===== config.mk =====
export PLATFORM = sky130hd
export DESIGN_NAME = spiCadSlave
export DESIGN_NICKNAME = d
export VERILOG_FILES = /design/src/rtl/spiCadPkg.sv /design/src/rtl/spiCadSync.sv /design/src/rtl/spiCadCtrl.sv /design/src/rtl/spiCadDatapath.sv /design/src/rtl/spiCadSlave.sv
export SDC_FILE = /design/constraint.sdc
export NUM_CORES = 1
export LEC_CHECK = 0
export CORE_ASPECT_RATIO = 0.8
export CORE_UTILIZATION = 63
export CTS_CLUSTER_SIZE = 14
export DETAILED_ROUTE_END_ITERATION = 7
export HOLD_SLACK_MARGIN = 0.15
export PLACE_DENSITY = 0.79
export SLEW_MARGIN = 20
export SYNTH_ARGS = -nofsm -noshare
export SYNTH_HDL_FRONTEND = slang
export SYNTH_SLANG_ARGS = --single-unit

===== constraint.sdc =====
create_clock -name clk -period 2.8 [get_ports clk]
set_input_delay 0.56 -clock clk [delete_from_list [all_inputs] [get_ports clk]]
set_output_delay 0.56 -clock clk [all_outputs]
set_load 0.01 [all_outputs]

===== src/rtl/spiCadPkg.sv =====
package spiCadPkg;

  localparam logic [7:0] OpRead   = 8'h03;
  localparam logic [7:0] OpWrite  = 8'h0A;
  localparam logic [7:0] OpStatus = 8'h05;

  typedef enum logic [2:0] {
    PhCmd,
    PhAddr,
    PhRead,
    PhWrite,
    PhStat,
    PhDrop
  } phase_e;

  typedef enum logic [1:0] {
    TxZero,
    TxMem,
    TxStat
  } txSrc_e;

  typedef struct packed {
    logic   rxShift;
    logic   addrByte;
    logic   addrLast;
    logic   commit;
    logic   txLoad;
    logic   txShift;
    txSrc_e txSrc;
    logic   setError;
    logic   startBusy;
    logic   frameClear;
  } strobe_t;

endpackage


===== src/rtl/spiCadSync.sv =====
module spiCadSync #(
  parameter int Stages = 2
) (
  input  logic clk,
  input  logic rstN,
  input  logic sclk,
  input  logic csN,
  input  logic mosi,
  output logic sclkRise,
  output logic sclkFall,
  output logic mosiS,
  output logic csActive
);

  logic [Stages-1:0] sclkPipe;
  logic [Stages-1:0] mosiPipe;
  logic [Stages-1:0] csPipe;
  logic              sclkLast;

  always_ff @(posedge clk or negedge rstN) begin
    if (!rstN) begin
      sclkPipe <= '0;
      mosiPipe <= '0;
      csPipe   <= '1;
      sclkLast <= 1'b0;
    end else begin
      sclkPipe <= {sclkPipe[Stages-2:0], sclk};
      mosiPipe <= {mosiPipe[Stages-2:0], mosi};
      csPipe   <= {csPipe[Stages-2:0], csN};
      sclkLast <= sclkPipe[Stages-1];
    end
  end

  assign sclkRise = sclkPipe[Stages-1] & ~sclkLast;
  assign sclkFall = ~sclkPipe[Stages-1] & sclkLast;
  assign mosiS    = mosiPipe[Stages-1];
  assign csActive = ~csPipe[Stages-1];

  initial begin
    a_r4_sync_depth : assert (Stages >= 2)
      else $error("synchronizer needs at least two stages");
  end

  a_r4_edges_exclusive : assert property (@(posedge clk) disable iff (!rstN)
    !(sclkRise && sclkFall));

endmodule


===== src/rtl/spiCadCtrl.sv =====
module spiCadCtrl
  import spiCadPkg::*;
(
  input  logic       clk,
  input  logic       rstN,
  input  logic       sclkRise,
  input  logic       sclkFall,
  input  logic       csActive,
  input  logic [7:0] rxByte,
  output strobe_t    stb,
  output logic       misoEn
);

  phase_e     phase, phaseNext;
  logic [2:0] bitCnt;
  logic [1:0] addrCnt;
  logic       readOp, readOpNext;
  logic       wroteAny;
  logic       csPrev;
  logic       rise, fall, byteDone;

  always_comb begin
    rise       = sclkRise & csActive;
    fall       = sclkFall & csActive;
    byteDone   = rise && (bitCnt == 3'd7);
    stb        = '0;
    phaseNext  = phase;
    readOpNext = readOp;

    stb.rxShift    = rise;
    stb.frameClear = !csActive;
    stb.startBusy  = csPrev & !csActive & wroteAny;
    stb.txSrc      = TxZero;

    if (byteDone) begin
      case (phase)
        PhCmd: begin
          if (rxByte == OpRead) begin
            phaseNext  = PhAddr;
            readOpNext = 1'b1;
          end else if (rxByte == OpWrite) begin
            phaseNext  = PhAddr;
            readOpNext = 1'b0;
          end else if (rxByte == OpStatus) begin
            phaseNext = PhStat;
          end else begin
            phaseNext    = PhDrop;
            stb.setError = 1'b1;
          end
        end
        PhAddr: begin
          stb.addrByte = 1'b1;
          stb.addrLast = (addrCnt == 2'd2);
          if (addrCnt == 2'd2) phaseNext = readOp ? PhRead : PhWrite;
        end
        PhWrite: stb.commit = 1'b1;
        default: ;
      endcase
    end

    if (fall) begin
      if (bitCnt == 3'd0) begin
        stb.txLoad = 1'b1;
        if (phase == PhRead)      stb.txSrc = TxMem;
        else if (phase == PhStat) stb.txSrc = TxStat;
      end else begin
        stb.txShift = 1'b1;
      end
    end

    misoEn = csActive && (phase == PhRead || phase == PhStat);
  end

  always_ff @(posedge clk or negedge rstN) begin
    if (!rstN) begin
      phase    <= PhCmd;
      bitCnt   <= '0;
      addrCnt  <= '0;
      readOp   <= 1'b0;
      wroteAny <= 1'b0;
      csPrev   <= 1'b0;
    end else begin
      csPrev <= csActive;
      if (!csActive) begin
        phase    <= PhCmd;
        bitCnt   <= '0;
        addrCnt  <= '0;
        readOp   <= 1'b0;
        wroteAny <= 1'b0;
      end else begin
        if (rise) bitCnt <= bitCnt + 3'd1;
        phase  <= phaseNext;
        readOp <= readOpNext;
        if (stb.addrByte) addrCnt <= addrCnt + 2'd1;
        if (stb.commit) wroteAny <= 1'b1;
      end
    end
  end

  a_r2_frame_starts_at_cmd : assert property (@(posedge clk) disable iff (!rstN)
    $rose(csActive) |-> (phase == PhCmd && bitCnt == 3'd0 && addrCnt == 2'd0));

  a_r8_drop_never_commits : assert property (@(posedge clk) disable iff (!rstN)
    (phase == PhDrop) |-> !stb.commit);

  a_r8_drop_stays : assert property (@(posedge clk) disable iff (!rstN)
    (phase == PhDrop && csActive) |=> (phase == PhDrop || !csActive));

  a_r1_no_drive_outside_frame : assert property (@(posedge clk) disable iff (!rstN)
    !csActive |-> !misoEn);

endmodule


===== src/rtl/spiCadDatapath.sv =====
module spiCadDatapath
  import spiCadPkg::*;
#(
  parameter int MemDepth   = 16,
  parameter int BusyCycles = 200
) (
  input  logic       clk,
  input  logic       rstN,
  input  strobe_t    stb,
  input  logic       mosiS,
  output logic [7:0] rxByte,
  output logic       txBit
);

  localparam int AddrW = (MemDepth > 1) ? $clog2(MemDepth) : 1;
  localparam int BusyW = $clog2(BusyCycles + 1);
  localparam logic [BusyW-1:0] BusyLoad = BusyW'(BusyCycles);

  logic [7:0]       rxReg;
  logic [15:0]      addrHi;
  logic [23:0]      fullAddr;
  logic [AddrW-1:0] ptr;
  logic [7:0]       mem [MemDepth];
  logic [7:0]       txReg;
  logic             errFlag;
  logic [BusyW-1:0] busyCnt;
  logic             busy;
  logic [7:0]       statusByte;

  assign rxByte     = {rxReg[6:0], mosiS};
  assign fullAddr   = {addrHi, rxByte};
  assign busy       = (busyCnt != '0);
  assign statusByte = {5'b0, busy, errFlag, ~busy};
  assign txBit      = txReg[7];

  always_ff @(posedge clk or negedge rstN) begin
    if (!rstN) begin
      rxReg  <= '0;
      addrHi <= '0;
      ptr    <= '0;
      txReg  <= '0;
    end else if (stb.frameClear) begin
      rxReg  <= '0;
      addrHi <= '0;
      txReg  <= '0;
    end else begin
      if (stb.rxShift) rxReg <= rxByte;
      if (stb.addrByte) addrHi <= fullAddr[15:0];
      if (stb.addrByte && stb.addrLast) ptr <= fullAddr[AddrW-1:0];
      else if (stb.commit) ptr <= ptr + AddrW'(1);
      else if (stb.txLoad && stb.txSrc == TxMem) ptr <= ptr + AddrW'(1);
      if (stb.txLoad) begin
        case (stb.txSrc)
          TxMem:   txReg <= mem[ptr];
          TxStat:  txReg <= statusByte;
          default: txReg <= '0;
        endcase
      end else if (stb.txShift) begin
        txReg <= {txReg[6:0], 1'b0};
      end
    end
  end

  always_ff @(posedge clk or negedge rstN) begin
    if (!rstN) begin
      for (int i = 0; i < MemDepth; i++) mem[i] <= '0;
    end else if (stb.commit && !stb.frameClear) begin
      mem[ptr] <= rxByte;
    end
  end

  always_ff @(posedge clk or negedge rstN) begin
    if (!rstN) begin
      errFlag <= 1'b0;
      busyCnt <= '0;
    end else begin
      if (stb.setError) errFlag <= 1'b1;
      else if (stb.txLoad && stb.txSrc == TxStat && !stb.frameClear) errFlag <= 1'b0;
      if (stb.startBusy) busyCnt <= BusyLoad;
      else if (busy) busyCnt <= busyCnt - BusyW'(1);
    end
  end

  initial begin
    a_r6_depth_pow2 : assert (MemDepth >= 2 && (MemDepth & (MemDepth - 1)) == 0)
      else $error("array depth must be a power of two");
  end

  generate
    for (genvar g = 0; g < MemDepth; g++) begin : gMemGuard
      a_r10_mem_only_on_commit : assert property (@(posedge clk) disable iff (!rstN)
        !$stable(mem[g]) |-> $past(stb.commit));
    end
  endgenerate

  a_r11_busy_only_reloads : assert property (@(posedge clk) disable iff (!rstN)
    (busyCnt > $past(busyCnt)) |-> $past(stb.startBusy));

  a_r4_tx_moves_on_strobe : assert property (@(posedge clk) disable iff (!rstN)
    !$stable(txReg) |-> $past(stb.txLoad || stb.txShift || stb.frameClear));

  a_r9_error_sticky : assert property (@(posedge clk) disable iff (!rstN)
    $fell(errFlag) |-> $past(stb.txLoad && stb.txSrc == TxStat));

endmodule


===== src/rtl/spiCadSlave.sv =====
module spiCadSlave
  import spiCadPkg::*;
#(
  parameter int MemDepth   = 16,
  parameter int BusyCycles = 200,
  parameter int SyncStages = 2
) (
  input  logic clk,
  input  logic rstN,
  input  logic sclk,
  input  logic csN,
  input  logic mosi,
  output logic miso
);

  logic       sclkRise, sclkFall, mosiS, csActive;
  logic [7:0] rxByte;
  logic       txBit, misoEn;
  strobe_t    stb;

  spiCadSync #(.Stages(SyncStages)) uSync (
    .clk(clk), .rstN(rstN), .sclk(sclk), .csN(csN), .mosi(mosi),
    .sclkRise(sclkRise), .sclkFall(sclkFall), .mosiS(mosiS), .csActive(csActive)
  );

  spiCadCtrl uCtrl (
    .clk(clk), .rstN(rstN), .sclkRise(sclkRise), .sclkFall(sclkFall),
    .csActive(csActive), .rxByte(rxByte), .stb(stb), .misoEn(misoEn)
  );

  spiCadDatapath #(.MemDepth(MemDepth), .BusyCycles(BusyCycles)) uData (
    .clk(clk), .rstN(rstN), .stb(stb), .mosiS(mosiS), .rxByte(rxByte), .txBit(txBit)
  );

  assign miso = misoEn ? txBit : 1'b0;

  a_r1_miso_quiet : assert property (@(posedge clk) disable iff (!rstN)
    !csActive |-> !miso);

  a_r4_miso_after_fall : assert property (@(posedge clk) disable iff (!rstN)
    (csActive && $past(csActive) && !$stable(miso)) |-> $past(sclkFall));

endmodule


==> metrics <==
crit path cell chain=xnor2_1 -> nor4b_1 -> clkdlybuf4s50_1; CTS root buf=clkbuf_16; clock buffers created by TritonCTS=17; H-tree depth=4; required time worst endpoint=between 2 and 2.5 ns; Netlist Area Pre-Place=roughly 0.0084 sq mm; syn_area_per_cell=13.7 sq um; Finish-stage setup viols=0; Pre-antenna DRT Iters=4; final WL=~18 mm; Place WS=between 0.2 and 0.3 ns; Mapped Cells=slightly above 600; Clock Sinks=around 170; largest net degree at the start of global routing=82; post-route clock period utilization=between 90 and 100%; Leak=approximately 4.4 nW; critical path class=reg -> out; hold_buf cts=0; Final GP Congestion=roughly 0.86; Hold/Removal Path Class=in -> async; postcts setup bufs=0; Slew HR=roughly two fifths; clock skew=0.00889 ns; vias in the first global route=5513; commonest cells in the netlist=172 x dfrtp_1, 142 x mux2_2, 29 x mux4_2, 28 x nand2_1, 22 x clkbuf_1; Die Y=106 microns; initial cell density of the core=between 60% and 70%; crit-path max cell delay=between 0.6 and 0.7 ns; CTS tree=yes; pwr dens=534 mW/mm^2; FMAX=approximately 370 MHz; EDFF count, synth=0; sequential share of the synthesized area=51.6%; largest delay contributor family on the critical path=buffers and inverters; share of cells above drive strength 1=38.9%; vias=around 5200; Clk pin slew, worst setup/hold paths=roughly 0.070 ns; final setup TNS=0 ns; register area=about 0.0044 sq mm; worst vdd ir=between 0.4 and 0.5 mV; synth unique cells=63; count leader, synth=dfrtp_1; syn nets=636; via density per instance=roughly 6.4; initial antenna violation count=0; P&R area growth vs syn=9.27%; Critical Path Source Type=flop; chip width=approximately 130 microns; synth top area cells=dfrtp_1 51%, mux2_2 19%, mux4_2 7.7%; Async S/R FF share, synth=between 90% and 100%; first-pass GRT wire length=between 30 and 40 mm; Crit-path slowest cell=clkdlybuf4s50_1; Hold Violations, Final=0; # port buffers=5; ant diodes=0; Skew-Pair Late Insertion Delay=about 0.45 ns; critical path peak fanout=8; CTS resizes=0; site row count=37; crit path DAT=between 2 and 2.5 ns; RSZ-0062 raised after global routing=no; wire per inst=about 23 microns; max_cap viols=0; Slew Viols, Final=0; Final WS setup=between 0.09 and 0.1 ns; Starting DRT DRC Count=382; # DRC=0; Period minus WS final=between 2 and 3 ns; core area=between 0.01 and 0.015 sq mm; Fillers=between 800 and 900; Yosys top cell area share=50.9%; gr usage total=29.7%; area leader, netlist=dfrtp_1; Worst Path Buf+Inv=1; Worst setup EP type=output port; CTS Buffer Depth=2; multi-input logic area=roughly 0.0038 sq mm; Final ANT Viol Nets=0; measured slew at the worst slew-check pin=around 0.87 ns; gr ovfl total=0; I/O pin count=6; die footprint=0.0139 sq mm; FF+latch count, synth=174; Most used DFF post-synth=dfrtp_1; status=completed; Post-DP HPWL=12.1 mm; number of nets in the layout=about 640; Syn. warnings=0
-- sequential cells by signal, summed over array words and instances (netlist names), 2 cells and up --
register and flops:
uSync.mosiPipe 2, uCtrl.bitCnt 3, uSync.sclkPipe 2, uCtrl.phase 3
uData.mem 128, uSync.csPipe 2, uCtrl.addrCnt 2, uData.ptr 4
uData.busyCnt 8, uData.txReg 8, uData.rxReg 7
-- worst register-to-register path, stage by stage (launching register included) --
cell and delay [ns]:
dfrtp_1 0.39, ha_1 0.17, ha_1 0.19, and4bb_1 0.40, nand2_4 0.27, nor3_4 0.57
mux2_2 0.40
-- logic make-up after synthesis --
kind of cell,after synthesis,synth area share (%)
mux,189,28.8
xor+xnor,7,0.726
compound gates,60,4.56
flops,174,51.6
fa+ha+maj,12,1.78
buf+inv,55,3.02
simple gates,122,9.57
-- report_power, final --
| group | total [W] | switching (W) | leakage, nW | internal [W] |
|---|---|---|---|---|
| Sequential | 0.00255 | 0.0000229 | 2.40 | 0.00253 |
| Combinational | 0.000129 | 0.0000935 | 1.71 | 0.0000359 |
| Clock | 0.00225 | 0.00104 | 0.265 | 0.00121 |
| Total | 0.00493 | 0.00116 | 4.38 | 0.00377 |
-- metal layers --
metal  global-route usage, %  vias to the layer above  share of wire (%)
li1                        -                     2266                  -
met1                    40.2                     2735                 43
met2                    46.5                      166                 49
met3                    7.36                       39                5.5
met4                    12.2                        0                2.6
met5                       0                        -                  0
-- through the flow --
| stage | utilization (%) | instances | instance area (sq um) | hold WS (ns) | total power, W |
|---|---|---|---|---|---|
| 3_5_place_dp | 66.9 | 776 | 8670 | 0.340 | 0.00273 |
| 6_report | 71.2 | 808 | 9230 | 0.165 | 0.00493 |
| 5_1_grt | 71.2 | 808 | 9230 | 0.216 | 0.00507 |
| 3_3_place_gp | 66.9 | 776 | 8670 | 0.335 | 0.00272 |
| 2_1_floorplan | - | 619 | 8450 | 0.264 | 0.00264 |
| 4_1_cts | 71.2 | 808 | 9230 | 0.187 | 0.00496 |
-- final cells by class --
| class | instances | share of cell area (%) |
|---|---|---|
| timing repair buffer | 22 | 2.21 |
| tap | 175 | 2.37 |
| sequential | 174 | 47.2 |
| clock buffer | 21 | 4.99 |
| clock inverter | 11 | 1.06 |
| inverter | 15 | 0.610 |
| multi-input combinational | 390 | 41.6 |
-- placed cells by master (no fill, tap or decap), drive strengths merged, types with 3 or more instances in the layout --
cell	instances
clkbuf	21
clkinvlp	3
ha	12
xor2	3
nor3	19
mux2i	18
xnor2	4
o21ai	14
mux4	29
dfrtp	172
buf	18
a21oi	17
a211oi	3
nand4	8
mux2	142
a31oi	3
nor3b	3
a22oi	7
or3	4
clkdlybuf4s50	4
nand3	8
nand2b	8
nor2b	8
nand2	29
nor2	18
inv	21
-- final timing paths --
check,startpoint,to,slack (ns),depth (start not counted)
max,uCtrl.phase[2],miso,0.09,3
min,rstN,uCtrl.phase[1],0.16,1
max reg2reg,uCtrl.bitCnt[0],uData.mem[70],0.29,6
min reg2reg,uSync.csPipe[0],uSync.csPipe[1],0.36,0
max in group asynchronous,rstN,uData.mem[9],1.81,2
min in group clk,uSync.csPipe[0],uSync.csPipe[1],0.36,0
(Power assumes the default switching activity.)
